### src/rtl/msix_vector_store.sv
module msix_vector_store #(
  parameter int unsigned NVEC  = 8,
  parameter int unsigned IDX_W = (NVEC > 1) ? $clog2(NVEC) : 1
) (
  input  logic             clk,
  input  logic             rst_n,
  input  logic             req_valid,
  input  logic             req_write,
  input  logic [15:0]      req_addr,
  input  logic [1:0]       req_size,
  input  logic [31:0]      req_wdata,
  output logic             rsp_valid,
  output logic             rsp_err,
  output logic [31:0]      rsp_rdata,
  input  logic [IDX_W-1:0] disp_idx,
  output logic [63:0]      disp_addr,
  output logic [31:0]      disp_data,
  output logic             disp_masked,
  input  logic [NVEC-1:0]  pend_set,
  input  logic [NVEC-1:0]  pend_clr,
  output logic [NVEC-1:0]  pend_vec,
  output logic             recheck_valid,
  output logic [IDX_W-1:0] recheck_idx
);
  localparam int unsigned TBL_WORDS = NVEC * 4;
  localparam int unsigned TBL_BYTES = NVEC * 16;
  localparam int unsigned PBA_BYTES = (NVEC + 7) / 8;
  localparam int unsigned REGION    = ((TBL_BYTES + PBA_BYTES + 4095) / 4096) * 4096;
  localparam int unsigned PBA_WORDS = (NVEC + 31) / 32;
  localparam int unsigned PBAW      = PBA_WORDS * 32;
  localparam int unsigned TW_W      = $clog2(TBL_WORDS);

  logic [31:0] mem [TBL_WORDS];
  logic [31:0] wi;
  logic        size_ok, wr_ok;
  logic [31:0] rd;
  logic [PBAW-1:0] pend_pad;

  assign wi       = {18'd0, req_addr[15:2]};
  assign size_ok  = (req_size == 2'd2) && (req_addr[1:0] == 2'b00);
  assign wr_ok    = req_valid && req_write && size_ok && (wi < TBL_WORDS);
  assign pend_pad = PBAW'(pend_vec);

  always_comb begin
    rd = '0;
    if ((wi << 2) + 32'd4 > REGION) rd = '1;
    else if (wi < TBL_WORDS) rd = mem[wi[TW_W-1:0]];
    else
      for (int unsigned k = 0; k < PBA_WORDS; k++)
        if (wi - TBL_WORDS == k) rd = pend_pad[k*32 +: 32];
  end

  always_ff @(posedge clk) begin
    if (!rst_n) begin
      for (int i = 0; i < int'(TBL_WORDS); i++) mem[i] <= '0;
    end else if (wr_ok) begin
      mem[wi[TW_W-1:0]] <= req_wdata;
    end
  end

  always_ff @(posedge clk) begin
    if (!rst_n) begin
      rsp_valid     <= 1'b0;
      rsp_err       <= 1'b0;
      rsp_rdata     <= '0;
      recheck_valid <= 1'b0;
      recheck_idx   <= '0;
      pend_vec      <= '0;
    end else begin
      rsp_valid     <= req_valid;
      rsp_err       <= req_valid && !size_ok;
      rsp_rdata     <= (req_valid && size_ok && !req_write) ? rd : 32'd0;
      recheck_valid <= wr_ok;
      if (wr_ok) recheck_idx <= IDX_W'(req_addr[15:4]);
      pend_vec      <= (pend_vec & ~pend_clr) | pend_set;
    end
  end

  logic        d_ok;
  logic [31:0] d_lo, d_hi, d_ctl;
  assign d_ok  = 32'(disp_idx) < NVEC;
  assign d_lo  = d_ok ? mem[TW_W'({disp_idx, 2'b00})] : 32'd0;
  assign d_hi  = d_ok ? mem[TW_W'({disp_idx, 2'b01})] : 32'd0;
  assign disp_data = d_ok ? mem[TW_W'({disp_idx, 2'b10})] : 32'd0;
  assign d_ctl = d_ok ? mem[TW_W'({disp_idx, 2'b11})] : 32'd0;
  assign disp_addr   = {d_hi, d_lo & 32'hFFFF_FFFC};
  assign disp_masked = d_ctl[0];

  assert_rsp_follows_R10: assert property (@(posedge clk) disable iff (!rst_n)
    req_valid |=> rsp_valid);
  assert_rsp_idle_R10: assert property (@(posedge clk) disable iff (!rst_n)
    !req_valid |=> !rsp_valid);
  assert_reject_R5: assert property (@(posedge clk) disable iff (!rst_n)
    (req_valid && req_size != 2'd2) |=> (rsp_err && rsp_rdata == 32'd0 && !recheck_valid));
  assert_pba_nowrite_R6: assert property (@(posedge clk) disable iff (!rst_n)
    (req_valid && req_write && {16'd0, req_addr} >= TBL_BYTES) |=> !recheck_valid);
  assert_recheck_src_R7: assert property (@(posedge clk) disable iff (!rst_n)
    recheck_valid |-> ($past(req_valid && req_write) && recheck_idx == IDX_W'($past(req_addr[15:4]))));
  assert_outside_ones_R4: assert property (@(posedge clk) disable iff (!rst_n)
    (req_valid && !req_write && req_size == 2'd2 && req_addr[1:0] == 2'b00 &&
     {16'd0, req_addr} + 32'd4 > REGION) |=> (rsp_rdata == 32'hFFFF_FFFF && !rsp_err));
  assert_set_wins_R8: assert property (@(posedge clk) disable iff (!rst_n)
    (|pend_set) |=> ((pend_vec & $past(pend_set)) == $past(pend_set)));
endmodule

### config.mk
export PLATFORM = sky130hd
export DESIGN_NAME = msix_vector_store
export DESIGN_NICKNAME = d
export VERILOG_FILES = /design/src/rtl/msix_vector_store.sv
export SDC_FILE = /design/constraint.sdc
export NUM_CORES = 2
export LEC_CHECK = 0
export ABC_CLOCK_PERIOD_IN_PS = 5000
export BUFFER_PORTS_ARGS = -buffer_cell sky130_fd_sc_hd__buf_4
export CAP_MARGIN = 5
export CORE_UTILIZATION = 50
export CTS_BUF_LIST = sky130_fd_sc_hd__clkbuf_2
export DETAILED_ROUTE_END_ITERATION = 7
export PLACE_DENSITY = 0.69
export SETUP_SLACK_MARGIN = 0.05
export SLEW_MARGIN = 25
export SYNTH_ARGS = -nofsm -noshare
export SYNTH_HDL_FRONTEND = slang
export SYNTH_SLANG_ARGS = --single-unit
### constraint.sdc
create_clock -name clk -period 5 [get_ports clk]
set_input_delay 1 -clock clk [delete_from_list [all_inputs] [get_ports clk]]
set_output_delay 1 -clock clk [all_outputs]
set_load 0.1 [all_outputs]
# --- Word-level counts from Yosys, hierarchy flattened ---
# Memories as Yosys holds them, arrays and structs flattened.
# Cells that the tools add are included.
totals:
  memories: 1
  mem_bits_rw: 1024
  elab_cells: 38
  out_inout_bits: 143
  ff_bits: 46
  in_bits: 73
mem_list:
  columns: ["memory", "words", "word_bits", "read_ports", "rd_clocked_by_memory_dff", "write_ports", "line_no", "source"]
  rows:
  - ["mem", 32, 32, 5, 0, 32, "33", "logic [31:0] mem [TBL_WORDS];"]
classes:
  bitwise_logic: 3
  eq_ne: 1
  magnitude_cmp: 2
  n_mux: 10
  reduce_logical: 13
  add_sub_neg: 2
ops:
  columns: ["op", "count"]
  rows:
  - ["2-to-1 mux 32 bit", 3]
  - ["zero test 32 bit", 1]
  - ["OR reduction 32 bit", 1]
  - ["adder 16 x 3 -> 17 bit, second input constant", 1]
  - ["> comparator 17 x 13 -> 1 bit, second input constant", 1]
  - ["subtractor 14 x 6 -> 15 bit, second input constant", 1]
  - ["less-than comparator 14 x 6 -> 1 bit, second input constant", 1]
  - ["bitwise AND 8 bit", 1]
  - ["2-to-1 mux 8 bit", 1]
  - ["NOT 8 bit", 1]
  - ["OR 8 bit", 1]
  - ["logical AND 1 bit", 7]
  - ["2-to-1 mux 1 bit", 5]
  - ["2-to-1 mux 5 bit", 1]
  - ["equality test 2 bit, second input constant", 1]
  - ["zero test 1 bit", 2]
  - ["zero test 2 bit", 1]
  - ["AND reduction 2 bit", 1]

# --- Depth between registers and ports, before layout ---
depth:
  ltp_word: 9
  depth_mapped: 9
  ltp_nobuf: 7

# --- Least setup slack after synthesis ---
# Ideal clock, no wire load.
synth_timing:
  kind: "input -> register"
  from: "in req_size[0]"
  to: "mem mem[25][0], enable pin"
  path_slack_ns: -0.366
  path_stages: 5
  n_path_buf: 1
  setup_time_ns: 0.466
  arrival_time_ns: 4.901
  t_required_ns: 4.534
  path_cell_list: "or4b_4 > nor4_4 > nand4b_2 > buf_6 > o21ai_0"
synth_rtl:
  columns: ["item", "line_no", "source"]
  rows:
  - ["start: declaration", "10", "input logic [1:0] req_size,"]
  - ["end: declaration", "33", null]

==> flow_metrics.env <==
export IMPL_status="completed"
export IMPL_final_core_util_pct=57.7
export IMPL_start_kind="register"
export IMPL_critPathSlowestCell="mux4_2"
export IMPL_synthTopCellsByCount="edfxtp_1, and2_1, mux2i_1, mux4_2, clkbuf_1"
export IMPL_seq_area_um2=31700
export IMPL_synth_edff_count=1024
export IMPL_path_cells="mux4_2 -> mux2_2 -> buf_4"
export IMPL_multi_input_area_um2=21100
export IMPL_routedWlPerCell_um=35.0
export IMPL_yosys_warnings=0
export IMPL_power_leakage_uw=0.0226
export IMPL_drv_cap=0
export IMPL_worst_pin_slew_ns=1.07
export IMPL_cp_top_family="multiplexers"
export IMPL_fin_ws_ns=0.894
export IMPL_drt_iter0_markers=5965
export IMPL_hpwl_mm=120
export IMPL_p_per_area_nw_per_um2=321
export IMPL_crit_arrival_ns=3.11
export IMPL_clock_latency_ns=1.57
export IMPL_fillCellCount=8348
export IMPL_placed_cells=5039
export IMPL_first_global_vias=36300
export IMPL_synthDistinctLibCells=59
export IMPL_critPathBufInv=1
export IMPL_finalCritPeriodShare_pct=82.1
export IMPL_final_antenna_net_count=0
export IMPL_rsz0062_at_grt="false"
export IMPL_cts_tree="yes"
export IMPL_synth_seq_area_share_pct=59.0
export IMPL_overflow=0
export IMPL_nets=4081
export IMPL_setup_viol=0
export IMPL_total_power_uw=19600
export IMPL_skew_ns=0.180
export IMPL_fmax_ghz=0.244
export IMPL_vdd_ir_drop_max_mv=0.204
export IMPL_min_path_type="in -> reg"
export IMPL_maxSlewViolCount=0
export IMPL_syn_area_per_cell_um2=14.8
export IMPL_cpPeakStageDelay_ns=0.48
export IMPL_die_y_um=330
export IMPL_finalHoldViolCount=0
export IMPL_rows=119
export IMPL_required_ns=4.00
export IMPL_r2r_setup_slack_ns=2.89
export IMPL_cts_root_buf="clkbuf_2"
export IMPL_maxSlewHeadroom_pct=28.0
export IMPL_clk_pin_slew_ns=0.11
export IMPL_antenna_found_initial=18
export IMPL_grt_max_degree=81
export IMPL_ys_seq_elements=1070
export IMPL_ys_flop_type="edfxtp_1"
export IMPL_max_clock_path_buffers=4
export IMPL_drt_wl_total_mm=196
export IMPL_vias_per_cell=6.59
export IMPL_synth_top_cell_by_area="edfxtp_1"
export IMPL_fin_crit_ns=4.11
export IMPL_place_port_buffers=213
export IMPL_drt_pre_antenna_iters=7
export IMPL_ios=216
export IMPL_postSynthCellCount=3636
export IMPL_post_place_ws_ns=0.621
export IMPL_worstSetupPathType="reg -> out"
export IMPL_cts_sink_count=1070
export IMPL_yosysTopAreaCellShare_pct=57.3
export IMPL_fp_dieArea_um2=109000
export IMPL_grt_first_pass_wirelength_mm=270
export IMPL_start_util_pct=50.7
export IMPL_syn_cell_area_um2=53700
export IMPL_async_flop_share_pct=0
export IMPL_hold_slack_ns=0.0839
export IMPL_h_tree_depth=5
export IMPL_drc=0
export IMPL_synth_most_common_cell="edfxtp_1"
export IMPL_grt_usage_pct=36.0
export IMPL_area_growth_syn_to_layout_pct=13.7
export IMPL_vias=37000
export IMPL_cts_made_buffers=299
export IMPL_critPathCaptureType="primary output"
export IMPL_crit_fanout=2
export IMPL_cts_resized=0
export IMPL_synth_area_leaders="edfxtp_1, mux4_2, and2_1, mux2i_1, mux2_2"
export IMPL_fp_dieW_um=330
export IMPL_gp_congestion=0.911
export IMPL_final_instance_count_excl_fill=5603
export IMPL_drive_gt1_share_pct=33.5
export IMPL_core_area_um2=106000
cells by family after synthesis:
kind of cell,count (synthesis),synth area share (%)
simple gates,1195,14.4
flops,1070,59.0
mux,708,20.0
buf+inv,374,2.94
compound gates,285,3.64
fa+ha+maj,2,0.0466
other cells,1,0.00698
xor+xnor,1,0.0163
metal layers:
metal	up-vias	track usage (%)	wire, µm
met1	18400	48.0	69200
li1	14600	-	-
met2	3212	53.4	86800
met3	638	10.7	28600
met5	-	0.652	165
met4	8	19.2	11100
cells in the final DEF (no fill, tap or decap), drive strengths merged, types with 12 or more instances in the layout:
| cell | instances |
|---|---|
| a22oi | 88 |
| and2 | 1026 |
| buf | 381 |
| clkbuf | 423 |
| clkinv | 62 |
| dfxtp | 46 |
| dlygate4sd3 | 57 |
| edfxtp | 1024 |
| inv | 12 |
| mux2 | 103 |
| mux2i | 323 |
| mux4 | 282 |
| nand2 | 16 |
| nand4 | 15 |
| nor2 | 37 |
| nor2b | 12 |
| nor4 | 17 |
| o21ai | 33 |
| o22ai | 113 |
| o31ai | 23 |
| or2 | 12 |
layout make-up:
type,count,share of cell area [%]
tap,1391,2.85
sequential,1070,51.9
antenna,11,0.0451
clock inverter,74,0.600
inverter,3,0.0184
multi-input combinational,2193,34.6
timing repair buffer,439,6.60
clock buffer,422,3.46
worst reg2reg max path: stages (launching register included):
cell	delay, ns
edfxtp_1	0.41
mux2i_1	0.32
o22ai_1	0.15
nor4_1	0.40
nand2_1	0.32
a221o_1	0.43
metrics by stage:
stage / area, µm² / TNS [ns]
floorplan: 53700 / -177.84
CTS: 61000 / 0
global placement: 58000 / 0
global route: 61100 / 0
finish: 61100 / 0
detailed placement: 58000 / 0
power by group:
group | internal (µW) | leakage, µW | switching [µW]
Clock | 2400 | 0.00195 | 3760
Sequential | 10200 | 0.0101 | 252
Combinational | 945 | 0.0106 | 2030
Total | 13600 | 0.0226 | 6050
registers in the layout, indices dropped and copies added, names as in the netlist:
register and cells:
mem 1024, rsp_rdata 32, pend_vec 8, recheck_idx 3, recheck_valid 1, rsp_err 1
rsp_valid 1
final timing paths:
check / startpoint / to / depth (start not counted)
setup / recovery: mem[24][16]$_SDFFCE_PN0P_ / disp_addr[16] / 3
hold / removal: req_addr[7] / rsp_rdata[7]$_SDFF_PN0_ / 4
setup reg to reg: mem[30][7]$_SDFFCE_PN0P_ / rsp_rdata[7]$_SDFF_PN0_ / 5
hold reg to reg: pend_vec[1]$_SDFF_PN0_ / rsp_rdata[1]$_SDFF_PN0_ / 1
timing repair:
item,in CTS,in global routing
hold buffers,57,0
endpoints found under the setup margin,0,0
hold endpoints to repair,938,0
setup buffers,0,0
No activity file was read; power rests on OpenSTA's default activity.
